==> config.mk <==
export PLATFORM = sky130hd
export DESIGN_NAME = irq_vector_ctrl
export DESIGN_NICKNAME = d
export VERILOG_FILES = /design/src/rtl/ivc_pkg.sv /design/src/rtl/ivc_prio.sv /design/src/rtl/ivc_vecgen.sv /design/src/rtl/ivc_status.sv /design/src/rtl/irq_vector_ctrl.sv
export SDC_FILE = /design/constraint.sdc
export NUM_CORES = 1
export LEC_CHECK = 0
export BUFFER_PORTS_ARGS = -buffer_cell sky130_fd_sc_hd__buf_2
export CAP_MARGIN = 20
export CORE_UTILIZATION = 48
export CTS_CLUSTER_SIZE = 30
export DETAILED_ROUTE_END_ITERATION = 10
export HOLD_SLACK_MARGIN = 0.02
export PLACE_DENSITY_LB_ADDON = 0.08
export SYNTH_ARGS = -nofsm -noshare
export SYNTH_HDL_FRONTEND = slang
export SYNTH_SLANG_ARGS = --single-unit
export TNS_END_PERCENT = 20
==> constraint.sdc <==
create_clock -name clk -period 2.62 [get_ports clk]
set_input_delay 0.262 -clock clk [delete_from_list [all_inputs] [get_ports clk]]
set_output_delay 0.262 -clock clk [all_outputs]
set_load 0.02 [all_outputs]
==> src/rtl/ivc_pkg.sv <==
// Shared definitions for the vectored interrupt controller.
// Assumes nothing beyond a standard SystemVerilog package.
package ivc_pkg;

    // Which single event updates the enable/status state at an edge.
    typedef enum logic [1:0] {
        EV_NONE = 2'd0,
        EV_TAKE = 2'd1,
        EV_RET  = 2'd2,
        EV_IEWR = 2'd3
    } ev_t;

endpackage

==> src/rtl/ivc_prio.sv <==
// Fixed-priority picker: lowest index among the asserted requests wins.
// Assumes N >= 2; outputs are purely combinational.
module ivc_prio #(
    parameter int N     = 8,
    parameter int IDX_W = $clog2(N)
) (
    input  logic [N-1:0]     req,
    output logic [N-1:0]     grant,
    output logic [IDX_W-1:0] idx,
    output logic             any
);

    logic [N:0] seen;

    assign seen[0] = 1'b0;

    // Ripple chain: a request is granted only if no lower index is asserted.
    for (genvar i = 0; i < N; i++) begin : g_chain
        assign seen[i+1] = seen[i] | req[i];
        assign grant[i]  = req[i] & ~seen[i];
    end

    assign any = seen[N];

    // Encode the granted position into a source number.
    always_comb begin
        idx = '0;
        for (int i = N - 1; i >= 0; i--) begin
            if (req[i]) idx = IDX_W'(i);
        end
    end

    // Grant is never more than one bit and exists exactly when a request does.
    always_comb begin
        assert_grant_onehot_R4: assert ($onehot0(grant) && ((|grant) == any));
    end

endmodule

==> src/rtl/ivc_vecgen.sv <==
// Handler address generator: base plus source number times stride.
// Assumes the result fits in AW bits; overflow wraps.
module ivc_vecgen #(
    parameter int             N          = 8,
    parameter int             IDX_W      = $clog2(N),
    parameter int             AW         = 32,
    parameter logic [AW-1:0]  VEC_BASE   = 32'h8000_0000,
    parameter int unsigned    VEC_STRIDE = 8
) (
    input  logic [IDX_W-1:0] idx,
    output logic [AW-1:0]    addr
);

    localparam logic [AW-1:0] STRIDE_W = AW'(VEC_STRIDE);

    // Multiply-add; a power-of-two stride reduces to a shift.
    assign addr = VEC_BASE + AW'(idx) * STRIDE_W;

endmodule

==> src/rtl/ivc_status.sv <==
// Status state: global enable, saved enable and return PC.
// Assumes the caller resolves event priority into a single ev_t per cycle.
module ivc_status #(
    parameter int AW = 32
) (
    input  logic           clk,
    input  logic           rst_n,
    input  ivc_pkg::ev_t   ev,
    input  logic           ie_wdata,
    input  logic [AW-1:0]  ret_pc_in,
    output logic           gie,
    output logic           saved_ie,
    output logic [AW-1:0]  ret_pc
);

    import ivc_pkg::*;

    // Apply the cycle's event to the enable bits and return address.
    always_ff @(posedge clk) begin
        if (!rst_n) begin
            gie      <= 1'b0;
            saved_ie <= 1'b0;
            ret_pc   <= '0;
        end else begin
            unique case (ev)
                EV_TAKE: begin
                    saved_ie <= gie;
                    gie      <= 1'b0;
                    ret_pc   <= ret_pc_in;
                end
                EV_RET:  gie <= saved_ie;
                EV_IEWR: gie <= ie_wdata;
                default: ;
            endcase
        end
    end

    // A take leaves interrupts off and remembers the enable it found.
    assert_take_saves_R7: assert property (@(posedge clk) disable iff (!rst_n)
        (ev == EV_TAKE) |=> (!gie && saved_ie == $past(gie) && ret_pc == $past(ret_pc_in)));

    // A return restores the enable from the saved copy.
    assert_ret_restores_R8: assert property (@(posedge clk) disable iff (!rst_n)
        (ev == EV_RET) |=> (gie == $past(saved_ie)));

endmodule

==> src/rtl/irq_vector_ctrl.sv <==
// Vectored interrupt controller top: masks requests, picks the winner at an
// instruction boundary, emits a one-cycle take/ack with the handler vector,
// and sends the core back on a return strobe.
// Assumes requests stay high until acknowledged; all outputs are registered.
module irq_vector_ctrl #(
    parameter int             N_SRC      = 8,
    parameter int             AW         = 32,
    parameter logic [AW-1:0]  VEC_BASE   = 32'h8000_0000,
    parameter int unsigned    VEC_STRIDE = 8
) (
    input  logic             clk,
    input  logic             rst_n,
    input  logic [N_SRC-1:0] irq_req,
    input  logic             mask_wr,
    input  logic [N_SRC-1:0] mask_wdata,
    input  logic             ie_wr,
    input  logic             ie_wdata,
    input  logic             insn_done,
    input  logic [AW-1:0]    ret_pc_in,
    input  logic             ret_strobe,
    output logic             take_irq,
    output logic [N_SRC-1:0] irq_ack,
    output logic             pc_load,
    output logic [AW-1:0]    pc_next,
    output logic [N_SRC-1:0] cause_q,
    output logic             gie_q,
    output logic             saved_ie_q,
    output logic [AW-1:0]    ret_pc_q,
    output logic [N_SRC-1:0] mask_q
);

    import ivc_pkg::*;

    localparam int IDX_W = $clog2(N_SRC);

    logic [N_SRC-1:0] pending;
    logic [N_SRC-1:0] grant;
    logic [IDX_W-1:0] win_idx;
    logic             win_any;
    logic [AW-1:0]    vec_addr;
    ev_t              ev;

    assign pending = irq_req & mask_q;

    ivc_prio #(.N(N_SRC), .IDX_W(IDX_W)) u_prio (
        .req   (pending),
        .grant (grant),
        .idx   (win_idx),
        .any   (win_any)
    );

    ivc_vecgen #(
        .N(N_SRC), .IDX_W(IDX_W), .AW(AW),
        .VEC_BASE(VEC_BASE), .VEC_STRIDE(VEC_STRIDE)
    ) u_vec (
        .idx  (win_idx),
        .addr (vec_addr)
    );

    // Resolve this cycle's event: return beats take, take beats enable write.
    always_comb begin
        if (ret_strobe)                          ev = EV_RET;
        else if (gie_q && insn_done && win_any)  ev = EV_TAKE;
        else if (ie_wr)                          ev = EV_IEWR;
        else                                     ev = EV_NONE;
    end

    ivc_status #(.AW(AW)) u_status (
        .clk       (clk),
        .rst_n     (rst_n),
        .ev        (ev),
        .ie_wdata  (ie_wdata),
        .ret_pc_in (ret_pc_in),
        .gie       (gie_q),
        .saved_ie  (saved_ie_q),
        .ret_pc    (ret_pc_q)
    );

    // Per-source mask register.
    always_ff @(posedge clk) begin
        if (!rst_n)       mask_q <= '0;
        else if (mask_wr) mask_q <= mask_wdata;
    end

    // Registered take/ack pulses, PC redirect and cause capture.
    always_ff @(posedge clk) begin
        if (!rst_n) begin
            take_irq <= 1'b0;
            irq_ack  <= '0;
            pc_load  <= 1'b0;
            pc_next  <= '0;
            cause_q  <= '0;
        end else begin
            take_irq <= (ev == EV_TAKE);
            irq_ack  <= (ev == EV_TAKE) ? grant : '0;
            pc_load  <= (ev == EV_TAKE) || (ev == EV_RET);
            if (ev == EV_TAKE) begin
                pc_next <= vec_addr;
                cause_q <= pending;
            end else if (ev == EV_RET) begin
                pc_next <= ret_pc_q;
            end
        end
    end

    // Acknowledge is at most one source and only alongside a take.
    assert_ack_onehot_R4: assert property (@(posedge clk) disable iff (!rst_n)
        $onehot0(irq_ack) && ((|irq_ack) == take_irq));

    // A take only follows an instruction boundary with interrupts enabled.
    assert_take_boundary_R3: assert property (@(posedge clk) disable iff (!rst_n)
        take_irq |-> ($past(insn_done) && $past(gie_q) && !$past(ret_strobe)));

    // The acknowledged source is recorded in the cause register.
    assert_ack_in_cause_R6: assert property (@(posedge clk) disable iff (!rst_n)
        take_irq |-> ((irq_ack & cause_q) == irq_ack));

    // A masked source is never acknowledged.
    assert_masked_no_ack_R2: assert property (@(posedge clk) disable iff (!rst_n)
        take_irq |-> ((irq_ack & ~$past(mask_q)) == '0));

    // A redirect that is not a take returns to the latched address.
    assert_ret_target_R8: assert property (@(posedge clk) disable iff (!rst_n)
        (pc_load && !take_irq) |-> (pc_next == ret_pc_q));

    // A take always redirects the core.
    assert_take_loads_R5: assert property (@(posedge clk) disable iff (!rst_n)
        take_irq |-> pc_load);

endmodule

# Yosys cells after proc, flatten, opt, wreduce, memory -nomap -nowiden
# Cells that the tools add are included.
[op_classes]
bitwise = 22
addsub = 1
n_reduce_logical = 6
eq_ne = 3
n_mux = 14
[op_table]
columns = ["op", "n"]
rows = [
  ["$mux W32", 2],
  ["$add A32 B6 Y32 const A", 1],
  ["$mux W3", 8],
  ["$and A8 B8 Y8", 1],
  ["$and A1 B1 Y1", 7],
  ["$not A1 Y1", 7],
  ["$or A1 B1 Y1", 7],
  ["$mux W2", 3],
  ["$eq A2 B2 Y1 const B", 2],
  ["$pmux W1 S3", 1],
  ["$reduce_bool A3 Y1", 1],
  ["$eq A2 B1 Y1 const B", 1],
  ["$logic_and A1 B1 Y1", 2],
  ["$reduce_and A2 Y1", 1],
  ["$reduce_bool A2 Y1", 1],
  ["$logic_or A1 B1 Y1", 1],
]
[word_totals]
input_bits = 55
out_inout_bits = 92
register_bits = 92
wordCells = 55

# Longest topological paths before layout
# Gate-level depths: netlist of the first run.
[logic_depth]
ltp_word = 14
mapped_depth = 11
mapped_depth_nobuf = 9

# Hierarchy
# Synthesis of the first run repeated with hierarchy kept, for this count alone.
[hier_totals]
cells_unflattened = 446
area_unflattened_um2 = 4433.0
[modules_own_cells]
columns = ["mod", "n_inst", "area_each_um2", "seq_area_each_um2", "cells_each"]
rows = [
  ["irq_vector_ctrl", 1, 2757.6, 1161.1, 239],
  ["ivc_status", 1, 1286.2, 680.7, 150],
  ["ivc_vecgen", 1, 247.7, 0.0, 34],
  ["ivc_prio", 1, 141.4, 0.0, 23],
]

# Worst setup path before layout of the first run
# OpenSTA, ideal clock, no wires.
[synth_timing]
kind = "reg-to-reg"
startpoint = "reg mask_q[4]"
endpoint = "reg pc_next[10]"
required_ps = 2504
synth_period_minus_slack_ps = 2352
setup_time_ps = 116
path_slack_ps = 268
t_arrival_ps = 2236
path_buffers = 2
stages_incl_launch_ff = 9
cell_sequence = "dfxtp_1 > a22o_1 > o41ai_2 > a21oi_1 > ha_1 > buf_2 > buf_2 > mux2i_1 > nor2b_1"
[synth_via]
elab_chain_len = 10
word_cells_on_any_way = 18
classes_between = "add/sub: 1; eq/ne: 2; mux: 8; bitwise: 5; reduce/logical: 2"
[synth_rtl]
columns = ["element", "line", "rtl"]
rows = [
  ["start: declaration", "irq_vector_ctrl.sv:29", "output logic [N_SRC-1:0] mask_q"],
  ["start signal: assignment", "irq_vector_ctrl.sv:82", "else if (mask_wr) mask_q <= mask_wdata;"],
  ["$and A8 B8 Y8 (*)", "irq_vector_ctrl.sv:43", "assign pending = irq_req & mask_q;"],
  ["branches (longest 9 deep; another with $add A32 B6 Y32)", "n/a", ""],
  ["end signal: assignment", "irq_vector_ctrl.sv:98", "pc_next <= vec_addr;"],
  ["end signal: assignment", "irq_vector_ctrl.sv:101", "pc_next <= ret_pc_q;"],
  ["end: declaration", "irq_vector_ctrl.sv:24", "output logic [AW-1:0] pc_next,"],
]
# Mark *: on every way between the ends.
# A chain may end at the register's enable or synchronous reset.

# Worst setup path in the final report of the first run
[layout_timing]
startpoint = "reg mask_q[4]"
endpoint = "reg pc_next[3]"
# The elaborated chain is that of the path after synthesis.

==> flow_metrics.env, run 1 <==
export IMPL_wl_per_cell_um=13.0
export IMPL_drt_iter0_drc=73
export IMPL_cpMaxStageDelayCell="o41ai_2"
export IMPL_post_cts_buffers=0
export IMPL_min_path_type="in2reg"
export IMPL_r2r_start="mask_q[4]"
export IMPL_synth_seq_cells=92
export IMPL_grt_overflow=0
export IMPL_coreArea_um2=7250
export IMPL_pin_count=147
export IMPL_power_per_cell_area_nw_per_um2=593
export IMPL_period_needed_ps=2370
export IMPL_cts_tree="done"
export IMPL_grt_max_degree=84
export IMPL_max_cap_violations=0
export IMPL_drc_errors=0
export IMPL_critPathCaptureType="flip-flop"
export IMPL_vias_per_cell=4.84
export IMPL_reg2reg_depth=8
export IMPL_final_max_slew_viol_count=0
export IMPL_first_pass_iters=4
export IMPL_worst_path_max_fanout=9
export IMPL_worst_pin_slew_ps=627
export IMPL_critPathBufInv=1
export IMPL_ys_types=27
export IMPL_track_usage=0.205
export IMPL_hpwl_mm=5.68
export IMPL_fin_total_pwr_w=0.00275
export IMPL_rsz0062_at_grt="no"
export IMPL_power_leakage_nw=2.23
export IMPL_postRouteAntennaNets=0
export IMPL_grt_pass1_wl_mm=12.4
export IMPL_ys_warn_count=0
export IMPL_place_congestion=0.880
export IMPL_slowest_delay_ps=480
export IMPL_relSlewSlack=0.582
export IMPL_hold_depth=3
export IMPL_synth_top_area_share=0.511
export IMPL_diodes=0
export IMPL_syn_inst=370
export IMPL_min_to="u_status.ret_pc[15]"
export IMPL_start_kind="flip-flop"
export IMPL_max_vdd_ir_drop_mv=0.332
export IMPL_ys_async_sr_fraction=0
export IMPL_timing_worst_setup_path_type="reg2reg"
export IMPL_wl_mm=8.00
export IMPL_critical_path_top_delay_family="compound AO/OA/AOI/OAI gates"
export IMPL_fmax_mhz=421
export IMPL_fin_skew_ps=7.30
export IMPL_synth_seq_area_share=0.511
export IMPL_start_util=0.497
export IMPL_cts_resized=0
export IMPL_whs_ps=161
export IMPL_clock_latency_ps=350
export IMPL_synth_edf_count=0
export IMPL_fin_nets=568
export IMPL_layout_drive_gt1_share=0.333
export IMPL_synth_common_cells="nor2b_1, dfxtp_1, mux2i_1"
export IMPL_status="completed"
export IMPL_worstPathArrival_ps=2640
export IMPL_worstPathRequired_ps=2880
export IMPL_startpoint="mask_q[4]"
export IMPL_final_hold_violation_count=0
export IMPL_min_from="ret_pc_in[15]"
export IMPL_die_x_um=88.7
export IMPL_clockBufferDepth=2
export IMPL_yosysTopAreaCell="dfxtp_1"
export IMPL_port_buffers=146
export IMPL_ys_flop_type="dfxtp_1"
export IMPL_die_y_um=88.7
export IMPL_synth_area_leaders="dfxtp_1, nor2b_1, mux2i_1"
export IMPL_cts_root_buf="clkbuf_8"
export IMPL_htree_num_levels=3
export IMPL_syn_area_um2=3600
export IMPL_synth_avg_cell_area_um2=9.74
export IMPL_setup_viol_count_final=0
export IMPL_num_rows=31
export IMPL_antenna_found_initial=0
export IMPL_yosys_cell_count_top_type="nor2b_1"
export IMPL_dieArea_um2=7860
export IMPL_ctsHoldBuffers=0
export IMPL_cts_inserted_buffers=9
export IMPL_layout_setup_ws_ps=246
export IMPL_crit_path_cell_trace="a22o_1 -> o41ai_2 -> a21oi_1 -> ha_2 -> buf_4 -> o211a_1 -> o21ai_0 -> a41oi_1"
export IMPL_finalCritPeriodShare=0.906
export IMPL_r2r_slack_ps=250
export IMPL_fin_tns_setup_ps=0
export IMPL_grt_pass1_vias=2679
export IMPL_vias=2968
export IMPL_clkTransAtPathRegs_ps=90
export IMPL_syn_nets=428
export IMPL_rr_endpoint="pc_next[3]"
export IMPL_preCtsSetupSlack_ps=225
export IMPL_clock_sinks=92
export IMPL_area_growth_pct=28.8
==> kinds of logic after synthesis <==
group	after synthesis	share of synthesized area
and+or+nand+nor	145	0.232
muxes	39	0.108
adders and majority gates	3	0.0104
AOI/OAI and AO/OA	63	0.107
DFF	92	0.511
buffers and inverters	28	0.0316
==> per-stage QoR <==
step	instances	util	area, um^2
after floorplan	370	-	3600
after detailed placement	598	0.610	4430
final	613	0.640	4640
after global routing	613	0.640	4640
after global placement	598	0.610	4430
after CTS	613	0.640	4640
==> state kept, by name, summed over array words and instances, names as in the netlist, 8 cells and up <==
signal / flops
pc_next: 32
u_status.ret_pc: 32
irq_ack: 8
cause_q: 8
mask_q: 8
==> cell usage in the layout (no fill, tap or decap), drive strengths merged, types with 3 or more instances in the layout <==
cell type / n
a21oi: 32
nor3b: 3
nor2b: 96
nand3: 8
nand2: 24
nor2: 5
inv: 5
o21ai: 7
buf: 152
and2: 3
nor3: 3
dfxtp: 92
a22o: 4
mux2i: 39
a31oi: 5
clkbuf: 11
ha: 3
a21boi: 11
==> worst max path at each step <==
stage          cells past startpoint           to  slack, ps
2_1_floorplan                      8  pc_next[10]        270
3_3_place_gp                      10  pc_next[29]        290
3_5_place_dp                       9   pc_next[3]        230
4_1_cts                            8   pc_next[3]        230
5_1_grt                            8   pc_next[3]         20
6_report                           8   pc_next[3]        250
==> layer usage <==
layer | part of all wire | vias up | global-route usage
met5 | 0 | - | 0
met4 | 0.025 | 0 | 0.0953
met3 | 0.066 | 14 | 0.0532
met2 | 0.46 | 102 | 0.327
met1 | 0.45 | 1334 | 0.259
li1 | - | 1518 | -
==> power breakdown <==
group / leakage, nW / switching (W) / total [W] / internal [W]
clock: 0.109 / 0.000462 / 0.00102 / 0.000559
combinational: 1.38 / 0.000158 / 0.000289 / 0.000130
sequential: 0.745 / 0.0000187 / 0.00145 / 0.00143
==> worst min-delay path, delay by kind of cell <==
| kind | cells | cell delay, ps |
|---|---|---|
| AND/OR/NAND/NOR | 1 | 90 |
| buffers and inverters | 1 | 70 |
| AO/OA/AOI/OAI | 1 | 50 |
==> final cells by class <==
cell class | count | area, um^2
tap | 99 | 124
clock buffer | 11 | 141
multi-input combinational | 250 | 1650
inverter | 5 | 18.8
sequential | 92 | 1840
fill | 651 | 2610
clock inverter | 4 | 73.8
timing repair buffer | 152 | 788
No activity file was read; power rests on OpenSTA's default activity.
==> inputs of run 2 (changes only) <==
CORE_ASPECT_RATIO = 1.2   (was unset)
CORE_MARGIN = 1.5   (was unset)
==> flow_metrics.env, run 2 (synthesis gave the netlist of run 1 again) <==
export IMPL_status="completed"
export IMPL_setup_viol_count_final=0
export IMPL_hpwl_mm=5.86
export IMPL_fin_total_pwr_w=0.00269
export IMPL_area_growth_pct=28.1
export IMPL_die_y_um=97.9
export IMPL_use_met2=0.322
export IMPL_rsz0062_at_grt="no"
export IMPL_worst_path_max_fanout=19
export IMPL_clock_latency_ps=350
export IMPL_ctsHoldBuffers=0
export IMPL_preCtsSetupSlack_ps=199
export IMPL_layout_drive_gt1_share=0.334
export IMPL_rr_endpoint="pc_next[3]"
export IMPL_gr_usage_met3=0.0533
export IMPL_start_util=0.496
export IMPL_cts_resized=0
export IMPL_whs_ps=153
export IMPL_fin_tns_setup_ps=0
export IMPL_post_cts_buffers=0
export IMPL_worst_pin_slew_ps=644
export IMPL_r2r_start="mask_q[4]"
export IMPL_wl_mm=8.32
export IMPL_place_congestion=0.807
export IMPL_finalCritPeriodShare=0.922
export IMPL_start_kind="flip-flop"
export IMPL_reg2reg_depth=10
export IMPL_clockBufferDepth=2
export IMPL_period_needed_ps=2410
export IMPL_final_common_cell="buf_2"
export IMPL_fmax_mhz=414
export IMPL_port_buffers=146
export IMPL_worstPathArrival_ps=2690
export IMPL_grt_pass1_wl_mm=12.7
export IMPL_grt_pass1_vias=2792
export IMPL_fin_nets=568
export IMPL_min_from="irq_req[2]"
export IMPL_layout_common_cells="buf_2, nor2b_1, dfxtp_1"
export IMPL_min_to="irq_ack[2]"
export IMPL_num_rows=34
export IMPL_dieArea_um2=8040
export IMPL_met1_usage=0.265
export IMPL_clkTransAtPathRegs_ps=90
export IMPL_coreArea_um2=7270
export IMPL_min_path_type="in2reg"
export IMPL_die_x_um=82.1
export IMPL_vias=2982
export IMPL_layout_setup_ws_ps=205
export IMPL_vias_per_cell=4.93
export IMPL_htree_num_levels=3
export IMPL_critPathCaptureType="flip-flop"
export IMPL_top_usage_layer="met2"
export IMPL_worstPathRequired_ps=2890
export IMPL_diodes=0
export IMPL_final_max_slew_viol_count=0
export IMPL_grt_overflow=0
export IMPL_max_cap_violations=0
export IMPL_hold_depth=3
export IMPL_relSlewSlack=0.571
export IMPL_clock_sinks=92
export IMPL_drc_errors=0
export IMPL_drt_iter0_drc=104
export IMPL_reg_top3="pc_next x32, u_status.ret_pc x32"
export IMPL_power_per_cell_area_nw_per_um2=581
export IMPL_pin_count=147
export IMPL_track_usage=0.203
export IMPL_max_vdd_ir_drop_mv=0.413
export IMPL_cts_root_buf="clkbuf_8"
export IMPL_fin_util=0.635
export IMPL_cts_tree="done"
export IMPL_fin_skew_ps=9.01
export IMPL_r2r_slack_ps=210
export IMPL_grt_max_degree=84
export IMPL_timing_worst_setup_path_type="reg2reg"
export IMPL_postRouteAntennaNets=0
export IMPL_final_hold_violation_count=0
export IMPL_cts_inserted_buffers=9
export IMPL_first_pass_iters=4
export IMPL_antenna_found_initial=0
export IMPL_wl_per_cell_um=13.8
export IMPL_power_leakage_nw=2.22
[run 2: changes by cell type in the layout (fill, tap and decap cells not counted), sizes merged]
cell,change
clkbuf,-1
inv,+1
bufinv,-1
clkinvlp,+2
[run 2: worst max path at each step]
stage,start,to,slack [ps],cells past startpoint
floorplan,mask_q[4],pc_next[10],270,8
global placement,irq_req[4],pc_next[3],270,9
detailed placement,irq_req[4],pc_next[3],200,11
CTS,mask_q[4],pc_next[3],210,8
global route,mask_q[3],irq_ack[7],90,8
finish,mask_q[4],pc_next[3],210,10
[run 2: power breakdown]
part | switching [W] | internal (W) | total [W]
sequential | 0.0000193 | 0.00143 | 0.00145
clock | 0.000505 | 0.000442 | 0.000947
combinational | 0.000160 | 0.000133 | 0.000293
[run 2: layer usage]
metal	routed length, um	up-vias
met4	85	0
met2	3900	103
met3	490	9
met5	0	-
li1	-	1518
met1	3850	1352
[run 2: layout make-up]
cell class	instances	area, um^2
clock buffer	10	128
clock inverter	6	63.8
fill	668	2660
inverter	5	18.8
multi-input combinational	250	1650
sequential	92	1840
tap	90	113
timing repair buffer	152	801
[run 2: stage by stage]
| stage | instances | instance area, um^2 |
|---|---|---|
| 2_1_floorplan | 370 | 3600 |
| 3_3_place_gp | 589 | 4430 |
| 3_5_place_dp | 589 | 4430 |
| 4_1_cts | 605 | 4620 |
| 5_1_grt | 605 | 4620 |
| 6_report | 605 | 4620 |
[run 2: worst max-delay path, cell delays in order (launching register included)]
cell and delay [ps]:
dfxtp_1 370, a22o_1 260, o41ai_2 470, a21o_1 210
inv_1 70, ha_2 230, buf_4 220, nand3_1 110
o211a_1 140, o21ai_0 70, a41oi_1 190
